--- config.mk ---
export PLATFORM = sky130hd
export DESIGN_NAME = accu_core
export DESIGN_NICKNAME = d
export VERILOG_FILES = /design/src/rtl/accu_pkg.sv /design/src/rtl/accu_regbank.sv /design/src/rtl/accu_retstack.sv /design/src/rtl/accu_alu.sv /design/src/rtl/accu_core.sv
export SDC_FILE = /design/constraint.sdc
export NUM_CORES = 1
export LEC_CHECK = 0
export BUFFER_PORTS_ARGS = -buffer_cell sky130_fd_sc_hd__buf_2
export CORE_MARGIN = 3
export CORE_UTILIZATION = 25
export CTS_BUF_LIST = sky130_fd_sc_hd__clkbuf_4 sky130_fd_sc_hd__clkbuf_8
export DETAILED_ROUTE_END_ITERATION = 6
export PLACE_DENSITY = 0.52
export SYNTH_ARGS = -nofsm -noshare
export SYNTH_HDL_FRONTEND = slang
export SYNTH_HIERARCHICAL = 1
export SYNTH_SLANG_ARGS = --single-unit
--- constraint.sdc ---
create_clock -name clk -period 4.8 [get_ports clk]
set_input_delay 0.96 -clock clk [delete_from_list [all_inputs] [get_ports clk]]
set_output_delay 0.96 -clock clk [all_outputs]
set_load 0.005 [all_outputs]
--- src/rtl/accu_pkg.sv ---
package accu_pkg;
  localparam int DATA_W = 8;

  typedef enum logic [7:0] {
    OP_NOP  = 8'h00, OP_LDI  = 8'h01, OP_LDR  = 8'h02, OP_XCH  = 8'h03,
    OP_ADD  = 8'h04, OP_SUB  = 8'h05, OP_INC  = 8'h06, OP_RET  = 8'h07,
    OP_JIN  = 8'h08, OP_FCH  = 8'h09, OP_JMP  = 8'h0A, OP_CALL = 8'h0B,
    OP_CMP  = 8'h0C, OP_JEQ  = 8'h0D, OP_JNE  = 8'h0E, OP_STR  = 8'h0F,
    OP_ROR  = 8'h10, OP_ROL  = 8'h11, OP_AND  = 8'h12, OP_OR   = 8'h13,
    OP_NOT  = 8'h14, OP_XOR  = 8'h15, OP_DBG  = 8'h16, OP_COLR = 8'h17,
    OP_PIX  = 8'h18
  } opcode_e;

  typedef enum logic [2:0] {ST_OP, ST_A, ST_B, ST_EXEC, ST_HALT} phase_e;

  // Number of operand bytes that follow an opcode byte.
  function automatic logic [1:0] operand_count(input logic [7:0] op);
    case (op)
      OP_NOP, OP_RET, OP_DBG:                       return 2'd0;
      OP_FCH, OP_CMP, OP_STR, OP_AND, OP_OR, OP_XOR: return 2'd2;
      default: return (op <= OP_PIX) ? 2'd1 : 2'd0;
    endcase
  endfunction

  function automatic logic [DATA_W-1:0] rot_right(input logic [DATA_W-1:0] v);
    return {v[0], v[DATA_W-1:1]};
  endfunction

  function automatic logic [DATA_W-1:0] rot_left(input logic [DATA_W-1:0] v);
    return {v[DATA_W-2:0], v[DATA_W-1]};
  endfunction
endpackage

--- src/rtl/accu_regbank.sv ---
module accu_regbank #(
  parameter int NREG = 8,
  parameter int W    = 8,
  parameter int AW   = 3
) (
  input  logic          clk,
  input  logic          rst,
  input  logic          we,
  input  logic [AW-1:0] waddr,
  input  logic [W-1:0]  wdata,
  input  logic [AW-1:0] raddr_a,
  input  logic [AW-1:0] raddr_b,
  output logic [W-1:0]  rdata_a,
  output logic [W-1:0]  rdata_b
);
  logic [W-1:0] regs [NREG];

  always_ff @(posedge clk) begin
    for (int i = 0; i < NREG; i++) begin
      if (rst)                           regs[i] <= '0;
      else if (we && waddr == AW'(i))    regs[i] <= wdata;
    end
  end

  assign rdata_a = regs[raddr_a];
  assign rdata_b = regs[raddr_b];
endmodule

--- src/rtl/accu_retstack.sv ---
module accu_retstack #(
  parameter int DEPTH = 4,
  parameter int W     = 8,
  parameter int PW    = (DEPTH > 1) ? $clog2(DEPTH) : 1,
  parameter int CW    = $clog2(DEPTH + 1)
) (
  input  logic          clk,
  input  logic          rst,
  input  logic          push,
  input  logic          pop,
  input  logic [W-1:0]  push_val,
  output logic [W-1:0]  top_val,
  output logic [CW-1:0] count
);
  logic [W-1:0]  slots [DEPTH];
  logic [PW-1:0] wptr, top_idx, next_idx;

  // Circular pointer; the oldest slot is overwritten on overflow.
  assign next_idx = (wptr == PW'(DEPTH - 1)) ? '0 : wptr + PW'(1);
  assign top_idx  = (wptr == '0) ? PW'(DEPTH - 1) : wptr - PW'(1);
  assign top_val  = (count == '0) ? '0 : slots[top_idx];

  always_ff @(posedge clk) begin
    if (rst) begin
      wptr  <= '0;
      count <= '0;
      for (int i = 0; i < DEPTH; i++) slots[i] <= '0;
    end else if (push) begin
      slots[wptr] <= push_val;
      wptr        <= next_idx;
      if (count != CW'(DEPTH)) count <= count + CW'(1);
    end else if (pop && count != '0) begin
      wptr  <= top_idx;
      count <= count - CW'(1);
    end
  end
endmodule

--- src/rtl/accu_alu.sv ---
module accu_alu
  import accu_pkg::*;
(
  input  logic [7:0]        op,
  input  logic [DATA_W-1:0] acc,
  input  logic [DATA_W-1:0] va,
  input  logic [DATA_W-1:0] vb,
  input  logic [DATA_W-1:0] imm,
  input  logic [DATA_W-1:0] mem,
  output logic [DATA_W-1:0] acc_nx,
  output logic [DATA_W-1:0] reg_nx,
  output logic              eq
);
  assign eq = (va == vb);

  always_comb begin
    acc_nx = acc;
    reg_nx = va;
    case (op)
      OP_LDI: acc_nx = imm;
      OP_LDR: acc_nx = va;
      OP_XCH: begin acc_nx = va; reg_nx = acc; end
      OP_ADD: acc_nx = acc + va;
      OP_SUB: acc_nx = acc - va;
      OP_INC: reg_nx = va + DATA_W'(1);
      OP_ROR: reg_nx = rot_right(va);
      OP_ROL: reg_nx = rot_left(va);
      OP_NOT: reg_nx = ~va;
      OP_AND: reg_nx = va & vb;
      OP_OR:  reg_nx = va | vb;
      OP_XOR: reg_nx = va ^ vb;
      OP_FCH: reg_nx = mem;
      default: ;
    endcase
  end
endmodule

--- src/rtl/accu_core.sv ---
module accu_core
  import accu_pkg::*;
#(
  parameter int NREG        = 8,
  parameter int STACK_DEPTH = 4,
  parameter int PC_W        = 8
) (
  input  logic              clk,
  input  logic              rst,
  output logic [PC_W-1:0]   pm_addr,
  input  logic [DATA_W-1:0] pm_rdata,
  output logic [DATA_W-1:0] ram_addr,
  output logic [DATA_W-1:0] ram_wdata,
  output logic              ram_we,
  input  logic [DATA_W-1:0] ram_rdata,
  output logic              px_we,
  output logic [3:0]        px_x,
  output logic [3:0]        px_y,
  output logic [DATA_W-1:0] px_color,
  input  logic              resume,
  output logic              halted
);
  localparam int RIDX_W = (NREG > 1) ? $clog2(NREG) : 1;
  localparam int CNT_W  = $clog2(STACK_DEPTH + 1);

  phase_e            phase;
  logic [PC_W-1:0]   pc;
  logic [7:0]        ir;
  logic [DATA_W-1:0] opa, opb, acc, color;
  logic              zf;

  // Named internal events, also observed by the bound checker.
  logic              exec, cmp_exec, cmp_eq, reg_we, wr_first, wr_second;
  logic              stk_push, stk_pop;
  logic [PC_W-1:0]   stk_top;
  logic [CNT_W-1:0]  stk_count;
  logic [RIDX_W-1:0] ra, rb;
  logic [DATA_W-1:0] va, vb, acc_nx, reg_nx;

  assign exec     = (phase == ST_EXEC);
  assign cmp_exec = exec && ir == OP_CMP;
  assign stk_push = exec && ir == OP_CALL;
  assign stk_pop  = exec && ir == OP_RET;
  assign ra       = opa[RIDX_W-1:0];
  assign rb       = opb[RIDX_W-1:0];

  always_comb begin
    wr_first  = 1'b0;
    wr_second = 1'b0;
    case (ir)
      OP_XCH, OP_INC, OP_ROR, OP_ROL, OP_NOT: wr_first  = 1'b1;
      OP_AND, OP_OR, OP_XOR, OP_FCH:          wr_second = 1'b1;
      default: ;
    endcase
  end
  assign reg_we = exec && (wr_first || wr_second);

  accu_regbank #(.NREG(NREG), .W(DATA_W), .AW(RIDX_W)) u_regs (
    .clk(clk), .rst(rst), .we(reg_we), .waddr(wr_second ? rb : ra),
    .wdata(reg_nx), .raddr_a(ra), .raddr_b(rb), .rdata_a(va), .rdata_b(vb)
  );

  accu_retstack #(.DEPTH(STACK_DEPTH), .W(PC_W)) u_stack (
    .clk(clk), .rst(rst), .push(stk_push), .pop(stk_pop), .push_val(pc),
    .top_val(stk_top), .count(stk_count)
  );

  accu_alu u_alu (
    .op(ir), .acc(acc), .va(va), .vb(vb), .imm(opa), .mem(ram_rdata),
    .acc_nx(acc_nx), .reg_nx(reg_nx), .eq(cmp_eq)
  );

  // Fetch / operand / execute sequencer.
  always_ff @(posedge clk) begin
    if (rst) begin
      phase <= ST_OP;
      pc    <= '0;
      ir    <= '0;
      opa   <= '0;
      opb   <= '0;
      acc   <= '0;
      zf    <= 1'b0;
      color <= '0;
    end else begin
      case (phase)
        ST_OP: begin
          ir    <= pm_rdata;
          pc    <= pc + PC_W'(1);
          phase <= (operand_count(pm_rdata) == 2'd0) ? ST_EXEC : ST_A;
        end
        ST_A: begin
          opa   <= pm_rdata;
          pc    <= pc + PC_W'(1);
          phase <= (operand_count(ir) == 2'd2) ? ST_B : ST_EXEC;
        end
        ST_B: begin
          opb   <= pm_rdata;
          pc    <= pc + PC_W'(1);
          phase <= ST_EXEC;
        end
        ST_EXEC: begin
          acc   <= acc_nx;
          phase <= (ir == OP_DBG) ? ST_HALT : ST_OP;
          if (cmp_exec)        zf    <= cmp_eq;
          if (ir == OP_COLR)   color <= opa;
          case (ir)
            OP_JMP, OP_CALL: pc <= PC_W'(opa);
            OP_JEQ: if (zf)  pc <= PC_W'(opa);
            OP_JNE: if (!zf) pc <= PC_W'(opa);
            OP_JIN:          pc <= PC_W'(va);
            OP_RET:          pc <= stk_top;
            default: ;
          endcase
        end
        ST_HALT: if (resume) phase <= ST_OP;
        default: phase <= ST_OP;
      endcase
    end
  end

  assign pm_addr   = pc;
  assign halted    = (phase == ST_HALT);
  assign ram_addr  = va;
  assign ram_wdata = vb;
  assign ram_we    = exec && ir == OP_STR;
  assign px_we     = exec && ir == OP_PIX;
  assign px_x      = opa[3:0];
  assign px_y      = opa[7:4];
  assign px_color  = color;
endmodule

==> reports/results.txt <==
outcome: complete, but fails checks
failing checks: DRC
Hold Vio Cnt, Final: 0
clk_lat worst skew: 470 ps
DPL Wire Length: 21,000 um
Worst EP required: 5190 ps
ys async rst share: 0%
Worst Setup SP: opa[2]
final WL: 29,800 um
Area Overhead vs Synth: 11.9%
CTS Hold Bufs: 0
startpoint types: flip-flop
Avg Cell Area, Syn: 10.5 um2
clock tree buffer depth: 2
final setup TNS: 0 ps
initial core utilization: 25.7%
Synth Instances: 910
Slew @ Worst Pin: 1030 ps
number of CTS-inserted buffers: 17
# DRC: 5
post-CTS sizing: 0
largest net degree at the start of global routing: 67
reg2reg setup slack: 790 ps
synth unique cells: 81
most common cell after layout, fill and taps aside: edfxtp_1
die area: 40,500 um2
number of detailed-route iterations in the first pass: 7
highest-count cells in the layout ignoring fill and taps: 96 x edfxtp_1, 75 x nor3_1, 73 x nor2_1
gr ovfl total: 0
Main synth FF type: edfxtp_1
die width: 201 um
H-tree levels: 4
Hold Crit Class: flip-flop to flip-flop
post-synthesis sequential area ratio: 41.1%
Max FO, Critical Path: 17
Setup crit end kind: flip-flop
Power, Total: 3.08 mW
VDD IR max: 150 uV
vias in the first global route: 7,265
power density over cell area: 288 nW/um2
number of synthesized flops with an enable pin: 96
WS Path Type: flip-flop to flip-flop
flops & latches, synth: 148
PortBufs: 61
n_diodes: 0
clk root buf: clkbuf_8
worst r2r src: opa[2]
Cell Rows: 70
top-level I/O count: 62
Final min period: 4010 ps
Final Net Count: 993
Worst slew margin: 31.4%
MaxCap Viol Count: 0
Worst Skew: 19.4 ps
period utilisation layout: 83.5%
top cells by area, synth: edfxtp_1 30%, dfxtp_1 11%, mux4_1 8.0%
post-synthesis cell area: 9540 um2
Synth top area share: 30.2%
CTS tree: yes
Placer Congestion: 0.891
Initial DRC Count: 702
Die Y: 201 um
Setup-failing EPs final: 0
Yosys top cell by area: edfxtp_1
first-pass GRT wire length: 46,000 um
WL/cell: 20.4 um
Routed Antenna Nets: 0
Setup Buffers After CTS: 0
Tot GR Track Use: 14.5%
Worst Hold Launch: px_color[3]
RSZ-0062 raised after global routing: false
Via-to-Cell Ratio: 5.19
static leakage: 3.88 nW
Clock Sinks: 148
vias after detailed routing: 7,581
f_max: 0.249 GHz
Max Slew Vio Count: 0
share of layout cells above drive strength 1: 17.6%
clock slew at reported path FFs: 100 ps
Syn. warnings: 6
Core Region: 37,100 um2
Syn Nets: 959
CP arrival: 4400 ps
initial antenna violation count: 0
## worst max-delay path: stages, from the launching register on
cell       delay [ps]
dfxtp_1           820
mux4_1            430
mux2_2            290
buf_4             190
inv_1              90
ha_1              250
mux2i_1           250
ha_1              280
nor2b_1           140
o2111ai_1         190
nand3_1           140
o41ai_1           360
xnor2_1           130
o21ai_0           150
nand2_1            70
a21oi_1           130
## state kept, by name (all words and copies together) (netlist names)
register,count
px_color,8
u_stack/count,3
u_regs/regs,64
zf,1
ir,8
opa,8
u_stack/wptr,2
acc,8
pm_addr,8
opb,3
u_stack/slots,32
phase,3
## Yosys cell counts (20+ instances only)
library cell / n
a21oi_1: 41
mux4_1: 29
buf_2: 20
and2_1: 26
nor2_1: 73
nand2_1: 51
nor3_1: 75
ha_1: 28
edfxtp_1: 96
mux2i_1: 35
dfxtp_1: 52
clkbuf_1: 35
mux2_2: 21
inv_1: 31
## layout make-up
class | count | area (um2)
fill | 3893 | 26500
multi-input combinational | 651 | 5100
sequential | 148 | 3920
tap | 504 | 631
timing repair buffer | 86 | 493
clock buffer | 17 | 234
inverter | 40 | 150
clock inverter | 14 | 144
## stage by stage
| step | instances | hold slack, ps | area [um2] | setup WS [ps] | util (%) |
|---|---|---|---|---|---|
| after floorplan | 910 | 450 | 9540 | 1100 | - |
| after global placement | 1429 | 472 | 10300 | 913 | 27.7 |
| after detailed placement | 1429 | 481 | 10300 | 858 | 27.7 |
| after CTS | 1460 | 503 | 10700 | 825 | 28.7 |
| after global routing | 1460 | 547 | 10700 | 480 | 28.7 |
| final | 1460 | 497 | 10700 | 791 | 28.7 |
## report_power, final
part	internal [mW]	switching, mW	total [mW]
sequential	1.40	0.0716	1.47
combinational	0.240	0.387	0.627
clock	0.424	0.558	0.981
total	2.06	1.02	3.08
## cells by family after synthesis
group | Yosys count | share of synthesized area, %
simple gates | 338 | 18.8
compound gates | 170 | 12.5
flops | 148 | 41.1
buf+inv | 111 | 5.56
mux | 94 | 16.3
fa+ha+maj | 30 | 4.09
xor+xnor | 19 | 1.74
## layer usage
layer	up-vias	wire length, um	global-route usage (%)	share of wire, %
met5	-	0	0	0
met4	0	714	4.41	2.4
met3	36	1370	2.65	4.6
met2	231	13800	23.1	46
met1	3790	13900	20.1	47
li1	3524	-	-	-
## path summary, 6_finish.rpt
path | end | cells past startpoint
min | px_color[3] | 2
max | acc[7] | 15
min reg2reg | px_color[3] | 2
max reg2reg | acc[7] | 15
No activity file was read; power rests on OpenSTA's default activity.
